$ cat config.mk
export PLATFORM = sky130hd
export DESIGN_NAME = dual_buck_seq
export DESIGN_NICKNAME = d
export VERILOG_FILES = /design/src/rtl/buck_seq_pkg.sv /design/src/rtl/buck_timer.sv /design/src/rtl/buck_zc_track.sv /design/src/rtl/buck_chan.sv /design/src/rtl/dual_buck_seq.sv
export SDC_FILE = /design/constraint.sdc
export NUM_CORES = 1
export LEC_CHECK = 0
export BUFFER_PORTS_ARGS = -buffer_cell sky130_fd_sc_hd__buf_2
export CORE_MARGIN = 2
export CORE_UTILIZATION = 35
export DETAILED_ROUTE_END_ITERATION = 10
export GPL_ROUTABILITY_DRIVEN = 0
export PLACE_DENSITY = 0.62
export SETUP_SLACK_MARGIN = 0.4
export SKIP_LAST_GASP = 1
export SLEW_MARGIN = 20
export SYNTH_ARGS = -nofsm -noshare
export SYNTH_HDL_FRONTEND = slang
export SYNTH_SLANG_ARGS = --single-unit
$ cat constraint.sdc
create_clock -name clk -period 2.3 [get_ports clk]
set_clock_uncertainty 0.05 [all_clocks]
set_input_delay 0.23 -clock clk [delete_from_list [all_inputs] [get_ports clk]]
set_output_delay 0.23 -clock clk [all_outputs]
set_load 0.02 [all_outputs]
$ cat src/rtl/buck_seq_pkg.sv
package buck_seq_pkg;

    localparam int NCH = 2;

    typedef enum logic [2:0] {
        PH_IDLE,
        PH_HOLD,
        PH_ON,
        PH_DEAD_HL,
        PH_LOW,
        PH_DEAD_LH
    } phase_e;

    typedef struct packed {
        logic fb_low;
        logic zc;
        logic ncl;
    } sense_t;

    typedef enum logic [1:0] {
        END_NONE,
        END_FB,
        END_ZC,
        END_NCL
    } low_end_e;

    // Which event closes the low-side pulse once the minimum off-time is over.
    function automatic low_end_e pick_end(sense_t s, logic skip_on);
        if (s.ncl)
            return END_NCL;
        else if (skip_on && s.zc)
            return END_ZC;
        else if (s.fb_low)
            return END_FB;
        else
            return END_NONE;
    endfunction

    // Counter width big enough for every timed phase.
    function automatic int cnt_width(int ton_w, int min_off, int dead, int hold);
        int m;
        m = (1 << ton_w) - 1;
        if (min_off > m) m = min_off;
        if (dead > m) m = dead;
        if (hold > m) m = hold;
        return $clog2(m + 1);
    endfunction

endpackage

$ cat src/rtl/buck_timer.sv
module buck_timer #(
    parameter int W = 8
) (
    input  logic         clk,
    input  logic         clr,
    input  logic         load,
    input  logic [W-1:0] load_val,
    output logic         done
);
    logic [W-1:0] cnt;

    always_ff @(posedge clk) begin
        if (clr)
            cnt <= '0;
        else if (load)
            cnt <= load_val;
        else if (cnt != '0)
            cnt <= cnt - W'(1);
    end

    assign done = (cnt == '0);
endmodule

$ cat src/rtl/buck_zc_track.sv
module buck_zc_track #(
    parameter int ZC_RUN = 8
) (
    input  logic clk,
    input  logic clr,
    input  logic low_start,
    input  logic low_active,
    input  logic low_exit,
    input  logic zc,
    output logic skip
);
    localparam int RW = $clog2(ZC_RUN + 1);

    logic          seen;
    logic [RW-1:0] run;
    logic          hit;

    assign hit = seen | zc;

    always_ff @(posedge clk) begin
        if (clr)
            seen <= 1'b0;
        else if (low_start)
            seen <= 1'b0;
        else if (low_active && zc)
            seen <= 1'b1;
    end

    always_ff @(posedge clk) begin
        if (clr) begin
            run  <= '0;
            skip <= 1'b0;
        end else if (low_exit) begin
            if (hit) begin
                if (run < RW'(ZC_RUN))
                    run <= run + RW'(1);
                if (run >= RW'(ZC_RUN - 1))
                    skip <= 1'b1;
            end else begin
                run  <= '0;
                skip <= 1'b0;
            end
        end
    end
endmodule

$ cat src/rtl/buck_chan.sv
module buck_chan
    import buck_seq_pkg::*;
#(
    parameter int TON_W    = 8,
    parameter int MIN_OFF  = 33,
    parameter int DEAD_CYC = 2,
    parameter int HOLD_CYC = 3,
    parameter int ZC_RUN   = 8,
    parameter int CNT_W    = 8
) (
    input  logic             clk,
    input  logic             rst,
    input  logic             en,
    input  sense_t           sense,
    input  logic [TON_W-1:0] ton,
    input  logic             peer_chg,
    output logic             dh,
    output logic             dl,
    output logic             skip,
    output logic             gate_chg
);
    localparam logic [CNT_W-1:0] MIN_LD  = CNT_W'(MIN_OFF - 1);
    localparam logic [CNT_W-1:0] DEAD_LD = CNT_W'(DEAD_CYC - 1);
    localparam logic [CNT_W-1:0] HOLD_LD = CNT_W'(HOLD_CYC - 1);

    phase_e           st, nxt;
    logic             clr;
    logic             ld;
    logic [CNT_W-1:0] ldv;
    logic             done;
    logic             low_start, low_exit;
    logic [CNT_W-1:0] ton_ld;
    logic             dh_q, dl_q;
    low_end_e         end_kind;

    assign clr    = rst | ~en;
    assign ton_ld = (ton == '0) ? '0 : CNT_W'(ton - TON_W'(1));
    assign end_kind = pick_end(sense, skip);

    always_comb begin
        nxt       = st;
        ld        = 1'b0;
        ldv       = '0;
        low_start = 1'b0;
        low_exit  = 1'b0;
        case (st)
            PH_IDLE: begin
                if (sense.fb_low) begin
                    ld = 1'b1;
                    if (peer_chg) begin
                        nxt = PH_HOLD;
                        ldv = HOLD_LD;
                    end else begin
                        nxt = PH_ON;
                        ldv = ton_ld;
                    end
                end
            end
            PH_HOLD: begin
                if (done) begin
                    nxt = PH_ON;
                    ld  = 1'b1;
                    ldv = ton_ld;
                end
            end
            PH_ON: begin
                if (done) begin
                    nxt = PH_DEAD_HL;
                    ld  = 1'b1;
                    ldv = DEAD_LD;
                end
            end
            PH_DEAD_HL: begin
                if (done) begin
                    nxt       = PH_LOW;
                    ld        = 1'b1;
                    ldv       = MIN_LD;
                    low_start = 1'b1;
                end
            end
            PH_LOW: begin
                if (done) begin
                    case (end_kind)
                        END_NCL, END_ZC: begin
                            nxt      = PH_IDLE;
                            low_exit = 1'b1;
                        end
                        END_FB: begin
                            nxt      = PH_DEAD_LH;
                            ld       = 1'b1;
                            ldv      = DEAD_LD;
                            low_exit = 1'b1;
                        end
                        default: nxt = PH_LOW;
                    endcase
                end
            end
            PH_DEAD_LH: begin
                if (done) begin
                    ld = 1'b1;
                    if (peer_chg) begin
                        nxt = PH_HOLD;
                        ldv = HOLD_LD;
                    end else begin
                        nxt = PH_ON;
                        ldv = ton_ld;
                    end
                end
            end
            default: nxt = PH_IDLE;
        endcase
    end

    always_ff @(posedge clk) begin
        if (clr)
            st <= PH_IDLE;
        else
            st <= nxt;
    end

    buck_timer #(.W(CNT_W)) u_timer (
        .clk      (clk),
        .clr      (clr),
        .load     (ld),
        .load_val (ldv),
        .done     (done)
    );

    buck_zc_track #(.ZC_RUN(ZC_RUN)) u_zc (
        .clk        (clk),
        .clr        (clr),
        .low_start  (low_start),
        .low_active (st == PH_LOW),
        .low_exit   (low_exit),
        .zc         (sense.zc),
        .skip       (skip)
    );

    assign dh = (st == PH_ON);
    assign dl = (st == PH_LOW);

    always_ff @(posedge clk) begin
        if (rst) begin
            dh_q <= 1'b0;
            dl_q <= 1'b0;
        end else begin
            dh_q <= dh;
            dl_q <= dl;
        end
    end

    assign gate_chg = (dh ^ dh_q) | (dl ^ dl_q);
endmodule

$ cat src/rtl/dual_buck_seq.sv
module dual_buck_seq
    import buck_seq_pkg::*;
#(
    parameter int TON_W    = 8,
    parameter int MIN_OFF  = 33,
    parameter int DEAD_CYC = 2,
    parameter int HOLD_CYC = 3,
    parameter int ZC_RUN   = 8
) (
    input  logic                 clk,
    input  logic                 rst,
    input  logic [NCH-1:0]       en,
    input  logic [NCH-1:0]       fb_low,
    input  logic [NCH-1:0]       zc,
    input  logic [NCH-1:0]       ncl,
    input  logic [NCH*TON_W-1:0] ton_cfg,
    output logic [NCH-1:0]       dh,
    output logic [NCH-1:0]       dl,
    output logic [NCH-1:0]       skip
);
    localparam int CNT_W = cnt_width(TON_W, MIN_OFF, DEAD_CYC, HOLD_CYC);

    logic [NCH-1:0] chg;

    for (genvar c = 0; c < NCH; c++) begin : g_ch
        sense_t s;
        logic   peer;

        assign s    = '{fb_low: fb_low[c], zc: zc[c], ncl: ncl[c]};
        assign peer = |(chg & ~(NCH'(1) << c));

        buck_chan #(
            .TON_W    (TON_W),
            .MIN_OFF  (MIN_OFF),
            .DEAD_CYC (DEAD_CYC),
            .HOLD_CYC (HOLD_CYC),
            .ZC_RUN   (ZC_RUN),
            .CNT_W    (CNT_W)
        ) u_chan (
            .clk      (clk),
            .rst      (rst),
            .en       (en[c]),
            .sense    (s),
            .ton      (ton_cfg[c*TON_W +: TON_W]),
            .peer_chg (peer),
            .dh       (dh[c]),
            .dl       (dl[c]),
            .skip     (skip[c]),
            .gate_chg (chg[c])
        );
    end
endmodule

==> results of run 1 <==
synthesized netlist by cell type, types with 4 or more instances:
master	n	area (um2)
a21oi_1	29	145
a31oi_1	10	62.6
a32oi_1	6	52.6
buf_2	5	25.0
buf_4	7	52.6
clkbuf_1	9	33.8
dfxtp_1	38	761
ha_1	10	125
inv_1	13	48.8
nand2_1	18	67.6
nand2b_1	9	56.3
nand3_1	9	45.0
nor2_1	36	135
nor2b_1	8	50.1
nor3_1	20	100
nor3b_1	5	37.5
o211ai_1	6	45.0
o21ai_0	13	65.1
o21bai_1	5	37.5
o32ai_1	4	35.0
xnor2_1	11	96.3
xor2_1	13	114
flip-flops by register name, indices dropped and copies added, names as in the netlist:
register and count:
g_ch.u_chan.u_timer.cnt 16, g_ch.u_chan.u_zc.run 8, g_ch.u_chan.st 6, g_ch.u_chan.dh_q 2
g_ch.u_chan.dl_q 2, g_ch.u_chan.u_zc.seen 2, g_ch.u_chan.u_zc.skip 2
cell type report:
type / count / area, um2
Fill cell: 757 / 4280
Sequential cell: 38 / 771
Clock inverter: 2 / 37.5
Timing Repair Buffer: 55 / 343
Inverter: 13 / 48.8
Multi-Input combinational cell: 273 / 1970
Clock buffer: 6 / 72.6
Tap cell: 102 / 128
power by group:
part           internal [mW]  switching (mW)
combinational          0.381           0.452
clock                  0.324           0.254
sequential             0.702          0.0616
total                   1.41           0.767
kinds of logic after synthesis:
| kind of cell | Yosys count | share of synthesized area (%) |
|---|---|---|
| simple gates | 136 | 28.3 |
| compound gates | 102 | 25.3 |
| flops | 38 | 27.8 |
| buf+inv | 35 | 5.99 |
| xor+xnor | 24 | 7.68 |
| fa+ha+maj | 10 | 4.57 |
| mux | 1 | 0.366 |
per-stage QoR:
| step | utilization, % | cells | hold WS, ps | setup WS [ps] | power (mW) |
|---|---|---|---|---|---|
| 2_1_floorplan | - | 346 | 252 | 427 | 1.29 |
| 3_3_place_gp | 39.2 | 469 | 437 | 200 | 1.44 |
| 3_5_place_dp | 39.2 | 469 | 448 | 165 | 1.44 |
| 4_1_cts | 42.5 | 486 | 120 | 400 | 2.11 |
| 5_1_grt | 44.1 | 489 | 129 | 317 | 2.29 |
| 6_report | 44.1 | 489 | 126 | 409 | 2.17 |
worst max-delay path: cells and delay by family (launching register included):
family / cells / cell delay, ps
flops: 1 / 370
compound gates: 1 / 120
simple gates: 4 / 1120
buf+inv: 1 / 180
per-layer routing:
layer  share of wire (%)  wire length [um]  vias to the layer above  global-route usage (%)
met1                  48              3300                     1232                    21.5
met4                 2.0               136                        0                    5.97
met5                   0                 0                        -                       0
met2                  46              3190                       55                    26.1
li1                    -                 -                     1350                       -
met3                 3.4               234                       10                    2.44
what timing repair did:
action / CTS / global route
setup buffers: 9 / 3
pin swaps: 6 / 14
gates resized for setup: 18 / 23
endpoints found under the hold margin: 0 / 0
endpoints found under the setup margin: 23 / 24
worst paths after layout:
check	start	end	slack (ps)	cells past startpoint
worst max-delay path	g_ch[1].u_chan.u_timer.cnt[3]	g_ch[1].u_chan.u_zc.run[0]	410	6
worst min-delay path	rst	g_ch[0].u_chan.dl_q	130	2
worst max register to register	g_ch[1].u_chan.u_timer.cnt[3]	g_ch[1].u_chan.u_zc.run[0]	410	6
worst min register to register	g_ch[1].u_chan.u_zc.run[1]	g_ch[1].u_chan.u_zc.run[1]	460	2
==> impl_metrics.env, run 1 <==
export IMPL_status="finished, final reports clean"
export IMPL_syn_area_per_cell_um2=7.91
export IMPL_clk_pin_slew_ps=80
export IMPL_syn_num_nets=382
export IMPL_ys_flop_type="dfxtp_1"
export IMPL_h_tree_depth=2
export IMPL_cp_max_fo=5
export IMPL_crit_chain="nor4_4 -> buf_4 -> nand3_4 -> or2_4 -> or4_4 -> a21oi_2"
export IMPL_finalHoldViolations=0
export IMPL_wl_per_cell_um=14.0
export IMPL_async_flop_share_pct=0
export IMPL_stdcell_area_um2=3370
export IMPL_hold_class="in -> reg"
export IMPL_final_cell_mix="nor2_1 (35), dfxtp_1 (32), buf_2 (31)"
export IMPL_power_density_nw_per_um2=645
export IMPL_final_common_cell="nor2_1"
export IMPL_grt_pass1_vias=2406
export IMPL_required_ps=2490
export IMPL_worstMarginPinSlew_ps=519
export IMPL_clk_latency_ps=300
export IMPL_die_area_um2=8550
export IMPL_p_leak_nw=1.28
export IMPL_hpwl_mm=4.89
export IMPL_critPathLaunchType="flop"
export IMPL_die_y_um=92.4
export IMPL_holdBufCountCts=0
export IMPL_grt_max_degree=17
export IMPL_fp_coreArea_um2=7650
export IMPL_overflow=0
export IMPL_rows=32
export IMPL_initial_core_util_pct=35.8
export IMPL_layout_drive_gt1_share_pct=27.9
export IMPL_max_freq_mhz=529
export IMPL_postPlaceCellArea_um2=3000
export IMPL_ys_seq_area_share_pct=27.8
export IMPL_grt_usage_pct=16.0
export IMPL_crit_type="reg -> reg"
export IMPL_syn_cell_area_um2=2740
export IMPL_arrival_ps=2080
export IMPL_vias_per_cell=5.41
export IMPL_drt_iter0_drc=170
export IMPL_cts_root_buffer="clkbuf_8"
export IMPL_wl_mm=6.86
export IMPL_peakVddDrop_mv=0.241
export IMPL_antenna_left=0
export IMPL_die_w_um=92.4
export IMPL_antenna_found_initial=0
export IMPL_area_growth_pct=23.2
export IMPL_nNetsFinal=422
export IMPL_numCtsBuffers=5
export IMPL_fin_crit_sh_pct=82.2
export IMPL_synthCells=346
export IMPL_cap_violations=0
export IMPL_max_clock_path_buffers=2
export IMPL_fin_setup_tns_ps=0
export IMPL_cpMaxStageDelayCell="or4_4"
export IMPL_route_detailed_drc=0
export IMPL_slew_headroom_pct=65.4
export IMPL_io_buffers=31
export IMPL_synth_seq_cells=38
export IMPL_period_needed_ps=1890
export IMPL_grt_pass1_wl_mm=11.2
export IMPL_worst_setup_path_end_kind="flop"
export IMPL_rsz0062_at_grt="yes"
export IMPL_setup_violations=0
export IMPL_yosysWarnings=0
export IMPL_clock_sinks=38
export IMPL_vias=2647
export IMPL_max_stage_delay_ps=480
export IMPL_cts_tree="built"
export IMPL_ys_types=63
export IMPL_synth_edff_count=0
export IMPL_first_pass_iters=5
export IMPL_ios=32
export IMPL_slew_viol_final=0
export IMPL_antenna_cells=0
Note: power is estimated with default switching activity, not from simulation.
==> inputs of run 2 (changes only) <==
--- a/config.mk
+++ b/config.mk
@@ -10,7 +10,7 @@
 export CORE_UTILIZATION = 35
 export DETAILED_ROUTE_END_ITERATION = 10
 export GPL_ROUTABILITY_DRIVEN = 0
-export PLACE_DENSITY = 0.62
+export PLACE_DENSITY = 0.64
 export SETUP_SLACK_MARGIN = 0.4
 export SKIP_LAST_GASP = 1
 export SLEW_MARGIN = 20
==> constraint.sdc (replaced) <==
create_clock -name clk -period 1.6 [get_ports clk]
set_clock_uncertainty 0.05 [all_clocks]
set_input_delay 0.16 -clock clk [delete_from_list [all_inputs] [get_ports clk]]
set_output_delay 0.16 -clock clk [all_outputs]
set_load 0.02 [all_outputs]
==> impl_metrics.env, run 2 (synthesis gave the netlist of run 1 again) <==
export IMPL_setup_violations=28
export IMPL_fin_crit_sh_pct=118
export IMPL_ios=32
export IMPL_finalHoldViolations=0
export IMPL_max_clock_path_buffers=2
export IMPL_route_detailed_drc=0
export IMPL_final_common_cell="buf_4"
export IMPL_die_w_um=92.4
export IMPL_grt_pass1_vias=3062
export IMPL_r2r_setup_slack_ps=-300
export IMPL_io_buffers=31
export IMPL_area_growth_pct=61.8
export IMPL_reg_top3="g_ch.u_chan.u_timer.cnt: 16 flops, g_ch.u_chan.u_zc.run: 8 flops, g_ch.u_chan.st: 6 flops"
export IMPL_status="finished, violations left"
export IMPL_cp_top_family="compound AO/OA/AOI/OAI gates"
export IMPL_n_fill_cell=657
export IMPL_vias=3068
export IMPL_utilization_pct=57.9
export IMPL_p_leak_nw=1.77
export IMPL_overflow=0
export IMPL_power_density_nw_per_um2=827
export IMPL_arrival_ps=2050
export IMPL_setup_slack_ps=-295
export IMPL_max_freq_mhz=528
export IMPL_cts_tree="built"
export IMPL_multi_input_area_um2=2320
export IMPL_holdBufCountCts=0
export IMPL_drt_iter0_drc=102
export IMPL_largest_register="g_ch.u_chan.u_timer.cnt"
export IMPL_nNetsFinal=506
export IMPL_wl_per_cell_um=15.9
export IMPL_use_met2_pct=38.1
export IMPL_cp_max_fo=3
export IMPL_h_tree_depth=2
export IMPL_hpwl_mm=6.01
export IMPL_numPlacedInstances=543
export IMPL_largest_register_ffs=16
export IMPL_initial_core_util_pct=35.8
export IMPL_antenna_found_initial=0
export IMPL_met1_usage_pct=23.1
export IMPL_clock_sinks=38
export IMPL_slew_headroom_pct=64.4
export IMPL_clk_pin_slew_ps=80
export IMPL_grt_usage_pct=20.5
export IMPL_slew_viol_final=0
export IMPL_rsz0062_at_grt="yes"
export IMPL_clk_latency_ps=300
export IMPL_cts_root_buffer="clkbuf_8"
export IMPL_antenna_left=0
export IMPL_grt_pass1_wl_mm=14.2
export IMPL_required_ps=1750
export IMPL_cap_violations=0
export IMPL_period_needed_ps=1900
export IMPL_critPathLaunchType="flop"
export IMPL_final_cell_mix="buf_4 (91), nor2_1 (28), buf_2 (27)"
export IMPL_worst_setup_path_end_kind="flop"
export IMPL_vias_per_cell=5.35
export IMPL_wl_mm=9.12
export IMPL_layout_cells_non_filler=573
export IMPL_worstMarginPinSlew_ps=534
export IMPL_grt_max_degree=16
export IMPL_top_usage_layer="met2"
export IMPL_seqCellArea_um2=790
export IMPL_antenna_cells=0
export IMPL_peakVddDrop_mv=0.594
export IMPL_crit_type="reg -> reg"
export IMPL_fp_coreArea_um2=7650
export IMPL_die_y_um=92.4
export IMPL_layout_drive_gt1_share_pct=51.4
export IMPL_crit_chain="inv_2 -> ha_4 -> nor3b_4 -> buf_6 -> nand3_4 -> a211oi_4 -> nand3_2 -> a211oi_2"
export IMPL_violations="setup timing"
export IMPL_hold_class="in -> reg"
export IMPL_max_stage_delay_ps=330
export IMPL_cpMaxStageDelayCell="dfxtp_2"
export IMPL_path_buf_inv=2
export IMPL_met3_usage_pct=3.50
export IMPL_die_area_um2=8550
export IMPL_numCtsBuffers=5
export IMPL_fin_setup_tns_ps=-5230
export IMPL_first_pass_iters=4
export IMPL_rows=32
## run 2: tightest hold or removal path, delay by kind of cell
family	cells	cell delay [ps]
buffers and inverters	2	210
AND/OR/NAND/NOR	1	40
## run 2: cell type report
type | count | area share, %
tap | 102 | 2.88
multi-input combinational | 273 | 52.3
sequential | 38 | 17.8
inverter | 13 | 1.10
clock buffer | 7 | 1.95
clock inverter | 1 | 0.113
timing repair buffer | 139 | 23.8
## run 2: per-layer routing
metal / wire [um] / share of wire, %
met4: 211 / 2.3
met5: 0 / 0
met1: 3780 / 41
met2: 4860 / 53
met3: 264 / 2.9
## run 2: through the flow
stage	total power, mW	hold WS [ps]	cell area [um2]	worst slack (ps)
6_report	3.66	99.2	4430	-295
3_5_place_dp	2.49	421	3740	-270
4_1_cts	3.49	100	4240	-179
2_1_floorplan	2.01	182	2980	-183
5_1_grt	3.85	112	4430	-382
3_3_place_gp	2.46	416	3740	-223
## run 2: final timing paths
path	startpoint	to	depth (start not counted)
max	g_ch[0].u_chan.u_timer.cnt[1]	g_ch[0].u_chan.u_timer.cnt[0]	8
min	rst	g_ch[0].u_chan.dl_q	3
max reg2reg	g_ch[0].u_chan.u_timer.cnt[1]	g_ch[0].u_chan.u_timer.cnt[0]	8
min reg2reg	g_ch[1].u_chan.u_zc.run[2]	g_ch[1].u_chan.u_zc.run[2]	2
## run 2: repair_timing
item,in CTS,in global routing
gates resized for setup,73,30
setup buffers,14,8
hold endpoints to repair,0,0
endpoints found under the setup margin,39,39
gates cloned,0,0
pin swaps,28,17
## run 2: power by group
part / internal, mW / switching (mW)
Clock: 0.349 / 0.374
Sequential: 1.01 / 0.0699
Combinational: 0.956 / 0.908
Total: 2.31 / 1.35
